### config.mk
export PLATFORM = sky130hd
export DESIGN_NAME = jmp_parser
export DESIGN_NICKNAME = d
export VERILOG_FILES = /design/src/rtl/jmp_pkg.sv /design/src/rtl/jmp_ctrl.sv /design/src/rtl/jmp_datapath.sv /design/src/rtl/jmp_parser.sv
export SDC_FILE = /design/constraint.sdc
export NUM_CORES = 1
export LEC_CHECK = 0
export BUFFER_PORTS_ARGS = -buffer_cell sky130_fd_sc_hd__clkbuf_2
export CAP_MARGIN = 20
export CORE_AREA = 8 8 127 246
export CTS_CLUSTER_DIAMETER = 40
export DETAILED_ROUTE_END_ITERATION = 8
export DIE_AREA = 0 0 135 254
export PLACE_DENSITY = 0.68
export SETUP_SLACK_MARGIN = 0.02
export SYNTH_ARGS = -nofsm -noshare
export SYNTH_HDL_FRONTEND = slang
export SYNTH_SLANG_ARGS = --single-unit
### constraint.sdc
create_clock -name clk -period 10.4 [get_ports clk]
set_clock_uncertainty 0.05 [all_clocks]
set_input_delay 0.52 -clock clk [delete_from_list [all_inputs] [get_ports clk]]
set_output_delay 0.52 -clock clk [all_outputs]
set_load 0.01 [all_outputs]
### src/rtl/jmp_pkg.sv
package jmp_pkg;
  localparam int MAX_COMP    = 3;
  localparam int COMP_CNT_W  = 2;
  localparam int QT_ID_W     = 2;
  localparam int HT_ID_W     = 2;
  localparam int QT_IDX_W    = 6;
  localparam int QT_LEN      = 64;
  localparam int HT_NCOUNT   = 16;
  localparam int HT_MAX_SYM  = 256;
  localparam int HT_IDX_W    = 9;
  localparam int TBL_ADDR_W  = 1 + HT_ID_W + HT_IDX_W;
  localparam int TBL_LEN_W   = 13;
  localparam int SEG_LEN_W   = 16;
  localparam int POS_W       = 8;

  typedef enum logic [1:0] {
    ERR_NONE   = 2'd0,
    ERR_NO_SOI = 2'd1,
    ERR_FRAME  = 2'd2,
    ERR_FORMAT = 2'd3
  } errCode_t;

  typedef enum logic [2:0] {
    SEG_SKIP, SEG_DQT, SEG_DHT, SEG_SOF, SEG_SOS
  } segKind_t;

  typedef struct packed {
    logic clearAll;
    logic lenHi;
    logic lenLo;
    logic bodyByte;
    logic qtHdr;
    logic qtByte;
    logic htHdr;
    logic htByte;
    logic sofByte;
    logic sosByte;
    logic passByte;
  } dpStrobe_t;
endpackage

### src/rtl/jmp_ctrl.sv
module jmp_ctrl
  import jmp_pkg::*;
(
  input  logic       clk,
  input  logic       rstN,
  input  logic       startPulse,
  input  logic       inValid,
  input  logic [7:0] inByte,
  input  logic       lenShort,
  input  logic       bodyEmpty,
  input  logic       lastBody,
  input  logic       tableLast,
  input  logic       qtHdrBad,
  input  logic       htHdrBad,
  input  logic       htCountBad,
  input  logic       sofBad,
  input  logic       sosBad,
  output dpStrobe_t  stb,
  output logic [1:0] errCode,
  output logic       scanActive
);
  typedef enum logic [3:0] {
    ST_IDLE, ST_SOI0, ST_SOI1, ST_MFF, ST_MCODE,
    ST_LENH, ST_LENL, ST_BODY, ST_SCAN, ST_ERR
  } state_t;

  state_t   state, nextState;
  segKind_t segKind, nextKind;
  logic     tblData, nextTblData;
  errCode_t errReg, nextErr;
  logic     byteBad;

  always_comb begin
    byteBad = 1'b0;
    case (segKind)
      SEG_DQT: byteBad = !tblData && qtHdrBad;
      SEG_DHT: byteBad = tblData ? htCountBad : htHdrBad;
      SEG_SOF: byteBad = sofBad;
      SEG_SOS: byteBad = sosBad;
      default: byteBad = 1'b0;
    endcase
  end

  always_comb begin
    stb         = '0;
    nextState   = state;
    nextKind    = segKind;
    nextTblData = tblData;
    nextErr     = errReg;
    if (startPulse) begin
      stb.clearAll = 1'b1;
      nextState    = ST_SOI0;
      nextKind     = SEG_SKIP;
      nextTblData  = 1'b0;
      nextErr      = ERR_NONE;
    end else if (inValid) begin
      case (state)
        ST_SOI0: begin
          if (inByte == 8'hFF) nextState = ST_SOI1;
          else begin nextState = ST_ERR; nextErr = ERR_NO_SOI; end
        end
        ST_SOI1: begin
          if (inByte == 8'hD8) nextState = ST_MFF;
          else begin nextState = ST_ERR; nextErr = ERR_NO_SOI; end
        end
        ST_MFF: begin
          if (inByte == 8'hFF) nextState = ST_MCODE;
          else begin nextState = ST_ERR; nextErr = ERR_FORMAT; end
        end
        ST_MCODE: begin
          if (inByte == 8'hFF) begin
            nextState = ST_MCODE;
          end else if (inByte == 8'hC0) begin
            nextKind = SEG_SOF; nextState = ST_LENH;
          end else if (inByte == 8'hC4) begin
            nextKind = SEG_DHT; nextState = ST_LENH;
          end else if (inByte == 8'hDB) begin
            nextKind = SEG_DQT; nextState = ST_LENH;
          end else if (inByte == 8'hDA) begin
            nextKind = SEG_SOS; nextState = ST_LENH;
          end else if (inByte[7:4] == 4'hC) begin
            nextState = ST_ERR; nextErr = ERR_FRAME;
          end else if (inByte == 8'hD9 || inByte == 8'hD8 || inByte == 8'h00) begin
            nextState = ST_ERR; nextErr = ERR_FORMAT;
          end else if (inByte[7:3] == 5'b11010 || inByte == 8'h01) begin
            nextState = ST_MFF;
          end else begin
            nextKind = SEG_SKIP; nextState = ST_LENH;
          end
        end
        ST_LENH: begin
          stb.lenHi = 1'b1;
          nextState = ST_LENL;
        end
        ST_LENL: begin
          stb.lenLo   = 1'b1;
          nextTblData = 1'b0;
          if (lenShort) begin
            nextState = ST_ERR; nextErr = ERR_FORMAT;
          end else if (bodyEmpty) begin
            nextState = (segKind == SEG_SOS) ? ST_SCAN : ST_MFF;
          end else begin
            nextState = ST_BODY;
          end
        end
        ST_BODY: begin
          stb.bodyByte = 1'b1;
          case (segKind)
            SEG_DQT: begin
              if (tblData) begin
                stb.qtByte = 1'b1;
                if (tableLast) nextTblData = 1'b0;
              end else begin
                stb.qtHdr   = 1'b1;
                nextTblData = 1'b1;
              end
            end
            SEG_DHT: begin
              if (tblData) begin
                stb.htByte = 1'b1;
                if (tableLast) nextTblData = 1'b0;
              end else begin
                stb.htHdr   = 1'b1;
                nextTblData = 1'b1;
              end
            end
            SEG_SOF: stb.sofByte = 1'b1;
            SEG_SOS: stb.sosByte = 1'b1;
            default: ;
          endcase
          if (byteBad) begin
            nextState = ST_ERR; nextErr = ERR_FORMAT;
          end else if (lastBody) begin
            nextState   = (segKind == SEG_SOS) ? ST_SCAN : ST_MFF;
            nextTblData = 1'b0;
          end
        end
        ST_SCAN: stb.passByte = 1'b1;
        default: ;
      endcase
    end
  end

  always_ff @(posedge clk or negedge rstN) begin
    if (!rstN) begin
      state   <= ST_IDLE;
      segKind <= SEG_SKIP;
      tblData <= 1'b0;
      errReg  <= ERR_NONE;
    end else begin
      state   <= nextState;
      segKind <= nextKind;
      tblData <= nextTblData;
      errReg  <= nextErr;
    end
  end

  assign errCode    = errReg;
  assign scanActive = (state == ST_SCAN);

  p_idle_no_action_r11: assert property (@(posedge clk) disable iff (!rstN)
    (!inValid && !startPulse) |-> (stb == '0));

  p_one_action_r11: assert property (@(posedge clk) disable iff (!rstN)
    $onehot0({stb.lenHi, stb.lenLo, stb.qtHdr, stb.qtByte, stb.htHdr,
              stb.htByte, stb.sofByte, stb.sosByte, stb.passByte}));
endmodule

### src/rtl/jmp_datapath.sv
module jmp_datapath
  import jmp_pkg::*;
(
  input  logic                     clk,
  input  logic                     rstN,
  input  dpStrobe_t                stb,
  input  logic [7:0]               inByte,
  output logic                     lenShort,
  output logic                     bodyEmpty,
  output logic                     lastBody,
  output logic                     tableLast,
  output logic                     qtHdrBad,
  output logic                     htHdrBad,
  output logic                     htCountBad,
  output logic                     sofBad,
  output logic                     sosBad,
  output logic                     ecsValid,
  output logic [7:0]               ecsByte,
  output logic                     tblWe,
  output logic                     tblSel,
  output logic [TBL_ADDR_W-1:0]    tblAddr,
  output logic [7:0]               tblData,
  output logic [15:0]              imgWidth,
  output logic [15:0]              imgHeight,
  output logic [COMP_CNT_W-1:0]    compCount,
  output logic [8*MAX_COMP-1:0]    compSampling,
  output logic [QT_ID_W*MAX_COMP-1:0] compQtId,
  output logic [COMP_CNT_W-1:0]    scanCount,
  output logic [8*MAX_COMP-1:0]    scanCompId,
  output logic [8*MAX_COMP-1:0]    scanHuffSel
);
  localparam int QT_PAD_W = TBL_ADDR_W - QT_ID_W - QT_IDX_W;
  localparam logic [TBL_LEN_W-1:0] HT_LEN_MAX = TBL_LEN_W'(HT_NCOUNT + HT_MAX_SYM);

  logic [7:0]            lenHiReg;
  logic [SEG_LEN_W-1:0]  remain;
  logic [POS_W-1:0]      segPos;
  logic [1:0]            fieldCnt;
  logic [COMP_CNT_W-1:0] compIdx;
  logic [HT_ID_W-1:0]    tblId;
  logic                  tblClass;
  logic                  tblIsHuff;
  logic [HT_IDX_W-1:0]   tblIdx;
  logic [TBL_LEN_W-1:0]  tblLen;
  logic [TBL_LEN_W-1:0]  lenEff;
  logic [SEG_LEN_W-1:0]  fullLen;
  logic                  inCounts;
  logic                  hvOk;

  assign fullLen   = {lenHiReg, inByte};
  assign lenShort  = fullLen < SEG_LEN_W'(2);
  assign bodyEmpty = fullLen == SEG_LEN_W'(2);
  assign lastBody  = remain == SEG_LEN_W'(1);

  assign inCounts   = tblIsHuff && (tblIdx < HT_IDX_W'(HT_NCOUNT));
  assign lenEff     = inCounts ? tblLen + TBL_LEN_W'(inByte) : tblLen;
  assign tableLast  = (TBL_LEN_W'(tblIdx) + TBL_LEN_W'(1)) == lenEff;
  assign htCountBad = tblIsHuff && (tblIdx == HT_IDX_W'(HT_NCOUNT - 1)) && (lenEff > HT_LEN_MAX);
  assign qtHdrBad   = (inByte[7:4] != 4'd0) || (inByte[3:0] > 4'((1 << QT_ID_W) - 1));
  assign htHdrBad   = (inByte[7:4] > 4'd1) || (inByte[3:0] > 4'((1 << HT_ID_W) - 1));

  always_comb begin
    if (compIdx != '0)        hvOk = (inByte == 8'h11);
    else if (compCount == 2'd1) hvOk = (inByte == 8'h11);
    else hvOk = (inByte == 8'h11) || (inByte == 8'h21) || (inByte == 8'h22);
  end

  always_comb begin
    sofBad = 1'b0;
    if (segPos == POS_W'(0))      sofBad = (inByte != 8'd8);
    else if (segPos == POS_W'(5)) sofBad = !((inByte == 8'd1) || (inByte == 8'd3));
    else if (segPos >= POS_W'(6) && fieldCnt == 2'd1 && compIdx < COMP_CNT_W'(MAX_COMP))
      sofBad = !hvOk;
  end

  assign sosBad = (segPos == POS_W'(0)) && ((inByte == 8'd0) || (inByte > 8'(MAX_COMP)));

  // segment walking state
  always_ff @(posedge clk or negedge rstN) begin
    if (!rstN) begin
      lenHiReg <= '0; remain <= '0; segPos <= '0; fieldCnt <= '0; compIdx <= '0;
    end else if (stb.clearAll) begin
      lenHiReg <= '0; remain <= '0; segPos <= '0; fieldCnt <= '0; compIdx <= '0;
    end else begin
      if (stb.lenHi) lenHiReg <= inByte;
      if (stb.lenLo) begin
        remain   <= fullLen - SEG_LEN_W'(2);
        segPos   <= '0;
        fieldCnt <= '0;
        compIdx  <= '0;
      end
      if (stb.bodyByte) begin
        remain <= remain - SEG_LEN_W'(1);
        if (segPos != '1) segPos <= segPos + POS_W'(1);
      end
      if (stb.sofByte && segPos >= POS_W'(6)) begin
        if (fieldCnt == 2'd2) begin
          fieldCnt <= '0;
          if (compIdx < COMP_CNT_W'(MAX_COMP)) compIdx <= compIdx + COMP_CNT_W'(1);
        end else fieldCnt <= fieldCnt + 2'd1;
      end
      if (stb.sosByte && segPos >= POS_W'(1)) begin
        if (fieldCnt == 2'd1) begin
          fieldCnt <= '0;
          if (compIdx < COMP_CNT_W'(MAX_COMP)) compIdx <= compIdx + COMP_CNT_W'(1);
        end else fieldCnt <= fieldCnt + 2'd1;
      end
    end
  end

  // table loading
  always_ff @(posedge clk or negedge rstN) begin
    if (!rstN) begin
      tblId <= '0; tblClass <= 1'b0; tblIsHuff <= 1'b0; tblIdx <= '0; tblLen <= '0;
      tblWe <= 1'b0; tblSel <= 1'b0; tblAddr <= '0; tblData <= '0;
    end else begin
      tblWe <= 1'b0;
      if (stb.clearAll) begin
        tblId <= '0; tblClass <= 1'b0; tblIsHuff <= 1'b0; tblIdx <= '0; tblLen <= '0;
        tblSel <= 1'b0; tblAddr <= '0; tblData <= '0;
      end else if (stb.qtHdr) begin
        tblId     <= inByte[QT_ID_W-1:0];
        tblIsHuff <= 1'b0;
        tblIdx    <= '0;
        tblLen    <= TBL_LEN_W'(QT_LEN);
      end else if (stb.htHdr) begin
        tblId     <= inByte[HT_ID_W-1:0];
        tblClass  <= inByte[4];
        tblIsHuff <= 1'b1;
        tblIdx    <= '0;
        tblLen    <= TBL_LEN_W'(HT_NCOUNT);
      end else if (stb.qtByte) begin
        tblWe   <= 1'b1;
        tblSel  <= 1'b0;
        tblAddr <= {{QT_PAD_W{1'b0}}, tblId[QT_ID_W-1:0], tblIdx[QT_IDX_W-1:0]};
        tblData <= inByte;
        tblIdx  <= tblIdx + HT_IDX_W'(1);
      end else if (stb.htByte) begin
        tblWe   <= 1'b1;
        tblSel  <= 1'b1;
        tblAddr <= {tblClass, tblId, tblIdx};
        tblData <= inByte;
        tblIdx  <= tblIdx + HT_IDX_W'(1);
        tblLen  <= lenEff;
      end
    end
  end

  // frame and scan registers
  always_ff @(posedge clk or negedge rstN) begin
    if (!rstN) begin
      imgWidth <= '0; imgHeight <= '0; compCount <= '0; compSampling <= '0; compQtId <= '0;
      scanCount <= '0; scanCompId <= '0; scanHuffSel <= '0;
    end else if (stb.clearAll) begin
      imgWidth <= '0; imgHeight <= '0; compCount <= '0; compSampling <= '0; compQtId <= '0;
      scanCount <= '0; scanCompId <= '0; scanHuffSel <= '0;
    end else if (stb.sofByte) begin
      case (segPos)
        POS_W'(1): imgHeight[15:8] <= inByte;
        POS_W'(2): imgHeight[7:0]  <= inByte;
        POS_W'(3): imgWidth[15:8]  <= inByte;
        POS_W'(4): imgWidth[7:0]   <= inByte;
        POS_W'(5): compCount       <= inByte[COMP_CNT_W-1:0];
        default: begin
          for (int k = 0; k < MAX_COMP; k++) begin
            if (segPos >= POS_W'(6) && compIdx == COMP_CNT_W'(k)) begin
              if (fieldCnt == 2'd1) compSampling[8*k +: 8] <= inByte;
              if (fieldCnt == 2'd2) compQtId[QT_ID_W*k +: QT_ID_W] <= inByte[QT_ID_W-1:0];
            end
          end
        end
      endcase
    end else if (stb.sosByte) begin
      if (segPos == POS_W'(0)) scanCount <= inByte[COMP_CNT_W-1:0];
      else begin
        for (int k = 0; k < MAX_COMP; k++) begin
          if (compIdx == COMP_CNT_W'(k) && compIdx < scanCount) begin
            if (fieldCnt == 2'd0) scanCompId[8*k +: 8]  <= inByte;
            else                  scanHuffSel[8*k +: 8] <= inByte;
          end
        end
      end
    end
  end

  // entropy-coded byte forwarding
  always_ff @(posedge clk or negedge rstN) begin
    if (!rstN) begin
      ecsValid <= 1'b0; ecsByte <= '0;
    end else begin
      ecsValid <= stb.passByte;
      if (stb.clearAll)      ecsByte <= '0;
      else if (stb.passByte) ecsByte <= inByte;
    end
  end

  p_body_in_bounds_r4: assert property (@(posedge clk) disable iff (!rstN)
    stb.bodyByte |-> (remain != '0));
endmodule

### src/rtl/jmp_parser.sv
module jmp_parser
  import jmp_pkg::*;
(
  input  logic        clk,
  input  logic        rstN,
  input  logic        startPulse,
  input  logic        inValid,
  input  logic [7:0]  inByte,
  output logic        errFlag,
  output logic [1:0]  errCode,
  output logic        scanActive,
  output logic        ecsValid,
  output logic [7:0]  ecsByte,
  output logic        tblWe,
  output logic        tblSel,
  output logic [11:0] tblAddr,
  output logic [7:0]  tblData,
  output logic [15:0] imgWidth,
  output logic [15:0] imgHeight,
  output logic [1:0]  compCount,
  output logic [23:0] compSampling,
  output logic [5:0]  compQtId,
  output logic [1:0]  scanCount,
  output logic [23:0] scanCompId,
  output logic [23:0] scanHuffSel
);
  dpStrobe_t stb;
  logic lenShort, bodyEmpty, lastBody, tableLast;
  logic qtHdrBad, htHdrBad, htCountBad, sofBad, sosBad;

  jmp_ctrl ctrl_i (
    .clk(clk), .rstN(rstN), .startPulse(startPulse), .inValid(inValid), .inByte(inByte),
    .lenShort(lenShort), .bodyEmpty(bodyEmpty), .lastBody(lastBody), .tableLast(tableLast),
    .qtHdrBad(qtHdrBad), .htHdrBad(htHdrBad), .htCountBad(htCountBad),
    .sofBad(sofBad), .sosBad(sosBad),
    .stb(stb), .errCode(errCode), .scanActive(scanActive)
  );

  jmp_datapath dp_i (
    .clk(clk), .rstN(rstN), .stb(stb), .inByte(inByte),
    .lenShort(lenShort), .bodyEmpty(bodyEmpty), .lastBody(lastBody), .tableLast(tableLast),
    .qtHdrBad(qtHdrBad), .htHdrBad(htHdrBad), .htCountBad(htCountBad),
    .sofBad(sofBad), .sosBad(sosBad),
    .ecsValid(ecsValid), .ecsByte(ecsByte),
    .tblWe(tblWe), .tblSel(tblSel), .tblAddr(tblAddr), .tblData(tblData),
    .imgWidth(imgWidth), .imgHeight(imgHeight), .compCount(compCount),
    .compSampling(compSampling), .compQtId(compQtId),
    .scanCount(scanCount), .scanCompId(scanCompId), .scanHuffSel(scanHuffSel)
  );

  assign errFlag = (errCode != 2'd0);

  p_err_sticky_r2: assert property (@(posedge clk) disable iff (!rstN)
    (errFlag && !startPulse) |=> (errFlag && $stable(errCode)));

  p_no_write_after_err_r2: assert property (@(posedge clk) disable iff (!rstN)
    (errFlag && $past(errFlag)) |-> !tblWe);

  p_scan_no_write_r10: assert property (@(posedge clk) disable iff (!rstN)
    (scanActive && $past(scanActive)) |-> !tblWe);

  p_ecs_forward_r10: assert property (@(posedge clk) disable iff (!rstN)
    (scanActive && inValid && !startPulse) |=> (ecsValid && ecsByte == $past(inByte)));

  p_ecs_only_in_scan_r10: assert property (@(posedge clk) disable iff (!rstN)
    ecsValid |-> scanActive);
endmodule

== Word level (Yosys, flattened, before mapping) ==
Index checks and enable logic that the tools add are counted.
Cells by class
  $add $sub $neg: 8
  magnitude comparators: 10
  equality and inequality tests: 65
  muxes and demuxes: 183
  reduce and logical (&&, ||, !) cells: 92
Operators by type and width (number)
  two-way mux 24 bit: 11
  two-way mux 8 bit: 29
  two-way mux 16 bit: 7
  two-way mux 2 bit: 44
  two-way mux 13 bit: 6
  two-way mux 4 bit: 17
  two-way mux 12 bit: 5
  equality test 8 bit, second input constant: 7
  nonzero test 2 bit: 24
  two-way mux 9 bit: 5
  two-way mux 1 bit: 37
  two-way mux 3 bit: 12
  AND reduction 5 bit: 6
  one-hot mux 4 bit (7 select lines): 1
  equality test 8 x 2 -> 1 bit, second input constant: 3
  != test 3 bit, second input constant: 8
  AND reduction 4 bit: 6
  two-way mux 10 bit: 2
  two-way mux 6 bit: 3
  != test 6 x 2 -> 1 bit, second input constant: 3
  equality test 16 x 1 -> 1 bit, second input constant: 1
  equality test 16 x 2 -> 1 bit, second input constant: 1
  equality test 4 x 3 -> 1 bit, second input constant: 4
  equality test 8 x 1 -> 1 bit, second input constant: 2
  other kinds (57): 114
Storage, ports and cells
  bits in registers: 217
  input port bits: 12
  output and inout port bits: 149

== Logic depth before layout (Yosys ltp) ==
Gate-level depths: netlist of the first run.
  depth after elaboration: 14
  mapped depth: 11

== Hierarchy ==
From an unflattened synthesis of the first run, not the netlist that was laid out.
Unflattened totals
  cell total of the unflattened synthesis: 1163
  area, all modules: 11593.6 sq um
By module, submodules not included
  jmp_datapath: instances 1, cells an instance 998, area each 10348.7 sq um, seq. area each 5180.0 sq um
  jmp_ctrl: instances 1, cells an instance 164, area each 1238.7 sq um, seq. area each 250.2 sq um
  jmp_parser: instances 1, cells an instance 1, area each 6.3 sq um, seq. area each 0.0 sq um

== Least setup slack after synthesis of the first run ==
Ideal clock, no wire load.
  kind: input port to flip-flop
  start point: input inByte[0]
  end point: register ctrl_i.state[2]
  library setup time: 0.128 ns
  data arrival time: 3.257 ns
  data required time: 10.222 ns
  slack: 6.965 ns
  stages: 10
  buffers on the path: 0
  cell sequence: ha_1 fa_1 xor2_1 or3_1 o311a_1 or4b_4 a211oi_2 o21ai_1 o21ai_2 mux2_1
On the way
  cells in the longest elaborated chain, start to end: 14
  elaborated cells on any way between the ends: 59
  those cells by class: 1 x add/sub; 4 x order compare; 15 x eq/ne; 23 x mux; 16 x reduce/logical
Ends and longest elaborated chain
  start, declared: line jmp_parser.sv:8  | input logic [7:0] inByte,
  parallel branches: the longest is 14 deep, another holds adder 13 x 8 -> 13 bit
  end signal, assigned: line jmp_ctrl.sv:151  | state <= nextState;
  end, declared: line jmp_ctrl.sv:27  | state_t state, nextState;
Several ways; the timed one is not identified. The select of a mux whose other input is x is not followed.
A chain may end at the register's enable or synchronous reset.

== Final worst setup path of the first run ==
  start point: register dp_i.tblIdx[7]
  end point: register ctrl_i.state[2]
On the way
  cells in the longest elaborated chain, start to end: 11
  elaborated cells on any way between the ends: 15
  those cells by class: 2 x order compare; 2 x eq/ne; 7 x mux; 4 x reduce/logical
Ends and longest elaborated chain
  start, declared: line jmp_datapath.sv:43  | logic [HT_IDX_W-1:0] tblIdx;
  start signal, assigned: line jmp_datapath.sv:137  | tblIdx <= tblIdx + HT_IDX_W'(1);
  start signal, assigned: line jmp_datapath.sv:143  | tblIdx <= tblIdx + HT_IDX_W'(1);
  < comparator 9 x 5 -> 1 bit: line jmp_datapath.sv:55  | assign inCounts = tblIsHuff && (tblIdx < HT_IDX_W'(HT_NCOUNT));
  logical AND 1 bit: line jmp_datapath.sv:55
  two-way mux 13 bit: line jmp_datapath.sv:56  | assign lenEff = inCounts ? tblLen + TBL_LEN_W'(inByte) : tblLen;
  greater-than comparator 13 x 9 -> 1 bit: line jmp_datapath.sv:58  | assign htCountBad = tblIsHuff && (tblIdx == HT_IDX_W'(HT_NCOUNT - 1)) && (lenEff > HT_LEN_MAX);
  logical AND 1 bit *: line jmp_datapath.sv:58
  two-way mux 1 bit *: line jmp_ctrl.sv:37  | SEG_DHT: byteBad = tblData ? htCountBad : htHdrBad;
  one-hot mux 1 bit (4 select lines) *: line jmp_ctrl.sv:35  | case (segKind)
  two-way mux 4 bit: line jmp_ctrl.sv:131  | if (byteBad) begin
  one-hot mux 4 bit (7 select lines): line jmp_ctrl.sv:57  | case (state)
  two-way mux 4 bit: line jmp_ctrl.sv:56  | end else if (inValid) begin
  two-way mux 4 bit: line jmp_ctrl.sv:50  | if (startPulse) begin
Mark *: on every way between the ends. The rest lies on a longest branch, timed or not. The select of a mux whose other input is x is not followed.

==> impl.org, run 1 <==
** Drt
- Drt pass-1 iters :: 5
- After detailed routing, the met3 layer carries 1900 um of wire.
- For this block, the initial DRC count from the detailed router was between 500 and 600.
- After detailed routing, no signal wire sits above met4.
- For this block, wires on met1 add up to about 13000 um.
- Dividing the detail-routed via count by the number of cells gives 5.63.
- Residual DRC :: 0
- Once detail routing completed, the nets flagged for antenna violations numbered 0.
- Total detailed-routing wirelength :: 35800 um
- The routed design uses 18400 um of met2 wire.
- Vias after detailed routing :: a little under 10000
- Wirelength per Cell :: 20.4 um

** Global route
- First-pass GRT wire length :: roughly 56000 um
- Initial antenna violation count :: 0
- Vias in the first global route :: 10200
- Total overflow reported by the global router :: 0
- Entering global routing, the biggest net connects just over 80 pins.
- Global routing used 20.9% of the available tracks.

** Yosys
- Number of warnings printed during yosys synthesis :: 0
- The number of nets in the synthesized netlist is 1278.
- The synthesized netlist devotes 18.6% of its cell area to compound gates.
- Async set or reset register ratio after synthesis :: 100%
- Area fraction in and, or, nand and nor cells after synthesis :: a little over a fifth
- Number of enable flip-flop cells after synthesis :: 0
- Main combinational cell family by area after synthesis :: simple AND/OR/NAND/NOR gates
- Number of different library cells in the post-synthesis netlist :: 72
- Of the total synthesized cell area, the portion taken by XOR and XNOR cells is between 2 and 3%.
- Post-synthesis mux area share :: 2.21%
- Number of instances in the synthesized netlist :: about 1200
- Post-synth design cell area :: roughly 11000 um^2
- Sequential area share after synthesis :: between 40% and 50%
- In this run the mean area of a mapped cell was just under 9 um^2.
- Adder-cell share of the synthesized area :: 2.68%
- In the synthesized netlist the dominant register cell turns out to be dfrtp_1.
- The synthesized design contains approximately 220 register bits.

** Worst hold path
- Startpoint of the tightest hold check path :: inByte[7]
- The min-delay analysis places its worst path in the category input pin to register.
- Hold EP :: dp_i.ecsByte[7]
- Cell depth of the worst hold path :: 3

** CTS
- Buffers added to address setup during post-CTS repair amount to 0.
- Clock Latency Late Sink :: approximately 0.54 ns
- The clock passes through at most 3 buffers.
- CTS built an H-tree with a depth of 1.
- Buffers inserted to repair hold after CTS numbered 1.
- Clock-pin transition on the worst setup and hold timing paths :: 0.07 ns
- TritonCTS clock tree :: built
- Resized cells post-CTS :: 0
- Sink Count :: between 200 and 250
- Inserted Clock Buffers :: 24
- Buffer type at the clock tree root :: clkbuf_16

** Floorplanning
- In this run the standard cell core region covers approximately 28000 um^2.
- Once the floorplan was initialized, standard cells occupied 39.2% of the core.
- Placement row count :: slightly below 90
- For this design the top-level I/O count stands at ~160.
- The die is ~250 um tall.
- The die is 135 um wide.
- Die outline area :: about 34000 um^2

** Job
- Max_cap viols :: 0

** Placement
- Final HPWL DP :: 26300 um
- The congestion estimate from routability-driven global placement came to between 0.9 and 1.
- Count of input and output buffers :: 160

** Power
- Worst voltage drop across the vdd grid :: roughly 0.15 mV
- Power spread over the standard cell area amounts to 146 nW/um^2.
- Leakage power total :: 5.95 nW

** Finish
- Once layout is complete, the utilization of the core stands at a little under half.
- Number of nets in the layout :: between 1000 and 1500
- Synthesis-to-layout area growth :: 17.6%
- The layout has ~2800 filler cells.
- Cells with a size suffix above 1 make up about 17% of the layout.
- The repair_antennas step left the layout with diodes totalling 0.

** STA
- The final-report hold violation count is 0.
- Slew at the pin with the worst max-slew slack :: between 1 and 1.5 ns
- For the final routed database, the setup TNS stands at 0 ns.
- Final setup fails :: 0
- Final Slew Violations :: 0
- Final period utilization :: 35.2%
- The worst path in the final design needs a cycle of between 3 and 4 ns, including I/O delays and setup.
- Based on the critical path, the design can be clocked at up to approximately 270 MHz.
- Slew headroom :: between 30% and 40%
- Setup repair after global routing missed its margin :: false

** Worst setup path
- Cell depth of the worst flop-to-flop path :: 8
- Top fanout value on the critical path :: 14
- Launching point of the worst reg2reg path :: dp_i.tblIdx[7]
- In this run the register-to-register setup slack is 6.74 ns.
- Cell-by-cell listing of the critical path :: or4_4 > or2_1 > o311a_1 > or4b_4 > a211oi_2 > o21ai_1 > o21ai_2 > mux2_1
- For this run, the slowest stage of the critical path takes ~0.60 ns.
- Worst Setup Start Kind :: register
- On the critical path, the stage with the largest delay is an instance of or4_4.
- The worst register-to-register path ends at ctrl_i.state[2].
- Signal arrival time at the worst endpoint :: ~4 ns
- The worst setup path is captured at a register.
- Together, buffers and inverters on the worst path number 0.
- Worst EP required :: 10.76 ns
- Start-to-end type of the worst setup path :: register to register
- The critical path runs through a total of 8 cells.
- On the critical path the largest part of the delay comes from simple AND/OR/NAND/NOR gates.

** Status
- Outcome :: finished clean
==> area by class of cell <==
type                            count  area [um^2]  share of cell area [%]
Multi-Input combinational cell    934         5230                    40.4
Timing Repair Buffer              180         1000                    7.76
Tap cell                          356          445                    3.44
Inverter                           26         97.6                   0.754
Clock inverter                     11          103                   0.793
Sequential cell                   217         5430                    42.0
Clock buffer                       29          629                    4.87
==> logic make-up (layout without fill, tap and decap cells) <==
| group | Yosys count | count (layout) |
|---|---|---|
| simple gates | 501 | 501 |
| xor+xnor | 35 | 35 |
| buf+inv | 92 | 246 |
| fa+ha+maj | 23 | 23 |
| flops | 217 | 217 |
| mux | 24 | 24 |
| compound gates | 351 | 351 |
==> power by group <==
group / internal (mW) / switching (mW)
clock network: 0.439 / 0.367
logic: 0.0569 / 0.122
registers: 0.882 / 0.0256
total: 1.38 / 0.515
==> per-layer routing <==
layer,up-vias,track usage [%]
met5,-,0
met2,367,36.6
met1,4716,21.4
met4,0,16.3
met3,139,3.80
li1,4639,-
==> through the flow <==
step / power [mW] / hold slack, ns / setup WS (ns) / instances / cell area, um^2
finish: 1.89 / 0.404 / 6.74 / 1753 / 12900
global route: 1.96 / 0.429 / 6.59 / 1753 / 12900
CTS: 1.91 / 0.378 / 6.76 / 1746 / 12800
detailed placement: 1.10 / 0.420 / 6.30 / 1705 / 12100
global placement: 1.10 / 0.413 / 6.36 / 1703 / 12100
floorplan: 1.01 / 0.174 / 6.97 / 1243 / 11000
==> tightest hold or removal path, cell delays in order <==
cell      delay [ns]
clkbuf_2        0.22
nand3_1         0.15
a21oi_1         0.06
==> cells in the mapped netlist, types with 8 or more instances <==
library cell,instances,share of area (%)
ha_1,22,2.5
or3_1,10,0.57
xor2_1,8,0.64
nand3_1,43,2.0
nand4_1,9,0.51
nor4_1,15,0.85
nor3_1,24,1.1
nand2_1,213,7.3
a31oi_1,13,0.74
a22o_1,9,0.72
nand2b_1,33,1.9
inv_1,26,0.89
o31ai_1,9,0.61
nor2_1,96,3.3
dfrtp_1,217,49
a21oi_1,59,2.7
mux2i_1,22,2.0
o21ai_0,201,9.1
xnor2_1,27,2.1
and3_1,15,0.85
nor2b_1,11,0.63
clkbuf_1,62,2.1
==> cell usage in the layout (no fill, tap or decap), types with 4 or more instances in the layout <==
master and count:
nor2b_1 11, nand3_1 43, dfrtp_1 217, clkbuf_2 159
nor2_1 96, nand2b_1 33, a211oi_1 5, clkbuf_1 4
a21oi_1 58, nor3_1 24, buf_4 16, mux2i_1 22
a22o_1 9, xnor2_1 27, nor4_1 14, o31ai_1 9
ha_1 22, o21ai_0 201, clkbuf_16 24, or3_1 10
and3_1 15, inv_1 26, and2_1 4, or4_1 5
xor2_1 8, a31oi_1 13, nand2_1 213, nand4_1 9
or2_2 6, o21a_1 6
==> registers in the layout (all words and copies together), names as in the netlist, 9 cells and up <==
register,flops
dp_i.scanHuffSel,24
dp_i.imgWidth,16
dp_i.tblIdx,9
dp_i.tblAddr,12
dp_i.tblLen,13
dp_i.scanCompId,24
dp_i.compSampling,24
dp_i.imgHeight,16
dp_i.remain,16
==> worst max path at each step <==
| stage | startpoint | end |
|---|---|---|
| CTS | dp_i.tblIdx[7] | ctrl_i.state[2] |
| floorplan | inByte[0] | ctrl_i.state[2] |
| global placement | inByte[0] | ctrl_i.state[2] |
| detailed placement | inByte[0] | ctrl_i.state[2] |
| finish | dp_i.tblIdx[7] | ctrl_i.state[2] |
| global route | dp_i.tblIdx[7] | ctrl_i.tblData |
(Power assumes the default switching activity.)
==> run 2: changes to the inputs <==
- clock period: 10.4 -> 3.6 ns (I/O delays scaled with it)
==> run 2 against run 1 <==
Register-to-register slack worse by 6.6 ns. First-iteration DRC count is 27% higher. Count of clock-buffer cells in the layout is 1 higher. Global-route usage rose by 0.27 points. Setup slack worse by 6.6 ns. Total power rose to 3.1 times the previous value. Die area is the same. Critical path type unchanged. Highest routed layer unchanged.
==> impl.org, run 2 (synthesized netlist as in run 1, its figures left out) <==
** Finish
- The post-route cell area was 13300 um^2 (was 12900 um^2).
- Number of nets in the layout :: 1449 (was 1418)
- Most frequent cells in the layout: dfrtp_1 (217), nand2_1 (213), o21ai_0 (201), clkbuf_2 (159), nor2_1 (96) (unchanged).
- Biggest regs :: dp_i.compSampling: 24 flops, dp_i.scanCompId: 24 flops, dp_i.scanHuffSel: 24 flops (unchanged)
- The fraction of layout instances using a drive strength above 1 is 19.1% (was 16.8%).
- The commonest non-fill, non-tap cell in the layout is dfrtp_1 (unchanged).
- The layout overhead on the synthesized area was 20.7% (was 17.6%).
- Diodes inserted :: 0 (unchanged)

** Drt
- Initial drt markers :: 703 (was 554)
- Routed wire length on met2 :: 19400 um (was 18400 um)
- Wirelength per Cell :: 20.4 um (about the same)
- The count of TritonRoute iterations in the first routing pass was 5 (unchanged).
- Vias after detailed routing :: 10000 (was 9861)
- Total detailed-routing wirelength :: 36400 um (was 35800 um)
- The count of nets left with antenna violations after detail routing is 0 (unchanged).
- The routed length on met1 came to 12700 um (about the same).
- Routed wire length on met3 :: 1960 um (was 1900 um)
- The number of vias per cell is 5.61 (was 5.63).
- Residual DRC :: 0 (unchanged)
- Highest routing layer actually used :: met4 (unchanged)

** Floorplanning
- The full die area was 34300 um^2 (unchanged).
- The number of primary I/O pins was 161 (unchanged).
- Placement row count :: 87 (unchanged)
- The overall die width came to 135 um (unchanged).
- The initial standard-cell utilization of the core was 39.2% (unchanged).
- Core region area :: 28100 um^2 (unchanged)
- Die Height :: 254 um (unchanged)

** CTS
- Clock Latency Late Sink :: 0.56 ns (was 0.54 ns)
- Sink Count :: 217 (unchanged)
- The CTS H-tree depth came to 1 (unchanged).
- The post-CTS clock slew at the launch and capture registers of the worst setup and hold paths came to 0.06 ns (was 0.07 ns).
- The CTS tree is built (unchanged).
- The maximum root-to-sink buffer count was 3 (unchanged).
- The clock root buffer is clkbuf_16 (unchanged).
- Inserted Clock Buffers :: 25 (was 24)

** Global route
- The via count of the first global-routing pass came to 10400 (was 10200).
- The number of antenna violations at the first check in global routing came to 0 (unchanged).
- Total overflow reported by the global router :: 0 (unchanged)
- The overall routing resource usage came to 21.1% (was 20.9%).
- First-pass GRT wire length :: 56800 um (was 55900 um)
- Largest net degree at the start of global routing :: 101 (was 83)

** Worst setup path
- The flop-to-flop setup slack was 0.18 ns (was 6.74 ns).
- The nature of the critical path startpoint is a register (unchanged).
- The worst path required time was 3.97 ns (was 10.76 ns).
- The type of element capturing the critical path was a register (unchanged).
- Start-to-end type of the worst setup path :: register to register (unchanged)
- The arrival time reported for the critical path endpoint is 3.79 ns (was 4.02 ns).
- Top fanout value on the critical path :: 4 (was 14)

** Placement
- Final HPWL DP :: 27000 um (was 26300 um)
- Count of input and output buffers :: 160 (unchanged)
- The worst setup timing slack at the placement stage came to 0.113 ns (was 6.30 ns).
- The final estimated routing congestion in global placement was 0.955 (was 0.925).
- The placement-stage cell area was 12400 um^2 (was 12100 um^2).

** STA
- The slew at the pin with the worst max-slew slack came to 1.08 ns (was 1.04 ns).
- The headroom to the max-slew limit came to 28.0% (was 30.7%).
- The number of max-slew violations in the final report was 0 (unchanged).
- Setup repair after global routing missed its margin :: false (unchanged)
- Setup total negative slack :: 0 ns (unchanged)
- The final-report hold violation count came to 0 (unchanged).
- Final worst path period need :: 3.42 ns (was 3.66 ns)
- Maximum clock frequency :: 293 MHz (was 274 MHz)
- The worst path setup slack after routing was 0.183 ns (was 6.74 ns).
- Final period utilization :: 94.9% (was 35.2%)
- Final setup fails :: 0 (unchanged)

** Status
- Outcome: finished clean (unchanged).

** Power
- Power Density :: 439 nW/um^2 (was 146 nW/um^2)
- Leakage power total :: 6.15 nW (was 5.95 nW)
- The peak supply drop was 0.459 mV (was 0.148 mV).

** Job
- The max-cap check violation count is 0 (unchanged).

** Worst hold path
- The worst hold path class was input pin to register (unchanged).
[run 2: routing by layer]
layer  global-route usage [%]  up-vias
li1                         -     4705
met1                     21.4     4828
met2                     38.6      384
met3                     3.64      126
met4                     14.0        0
met5                        0        -
[run 2: report_power, final]
part / leakage, nW / switching (mW) / internal, mW
combinational: 2.82 / 0.362 / 0.172
clock: 0.421 / 1.15 / 1.52
sequential: 2.91 / 0.0746 / 2.55
total: 6.15 / 1.59 / 4.24
[run 2: repair_timing]
action | 4_1_cts | 5_1_grt
setup buffers | 0 | 1
hold endpoints to repair | 97 | 0
hold buffers | 2 | 0
endpoints found under the setup margin | 0 | 6
resized for setup | 0 | 3
[run 2: cell type report]
type	instances	area (um^2)
clock buffers	30	664
clock inverters	16	205
fillers	2744	14800
inverters	26	97.6
multi-input cells	934	5240
flip-flops and latches	217	5430
well taps	356	445
repair buffers	210	1200
[run 2: metrics by stage]
stage	instances	power [mW]	utilization, %	hold WS [ns]
2_1_floorplan	1243	2.91	-	-0.166
3_3_place_gp	1736	3.19	44.0	0.228
3_5_place_dp	1737	3.20	44.0	0.232
4_1_cts	1785	5.87	47.2	0.0463
5_1_grt	1789	6.03	47.3	0.0573
6_report	1789	5.83	47.3	0.0542
[run 2: worst paths after layout]
check,from,depth (start not counted),end
setup / recovery,dp_i.tblLen[0],10,ctrl_i.state[2]
hold / removal,inValid,4,dp_i.ecsByte[4]
setup reg to reg,dp_i.tblLen[0],10,ctrl_i.state[2]
hold reg to reg,dp_i.compSampling[20],2,dp_i.compSampling[20]
max in group asynchronous,rstN,3,dp_i.lenHiReg[6]
min in group asynchronous,rstN,2,dp_i.tblIsHuff
[run 2: worst max-delay path: stages, from the launching register on]
cell	delay (ns)
dfrtp_1	0.43
ha_2	0.22
fa_2	0.40
xor2_1	0.18
or3_1	0.34
o311a_1	0.31
or4b_4	0.50
a211oi_2	0.22
o21ai_1	0.12
o21ai_2	0.19
mux2_1	0.33
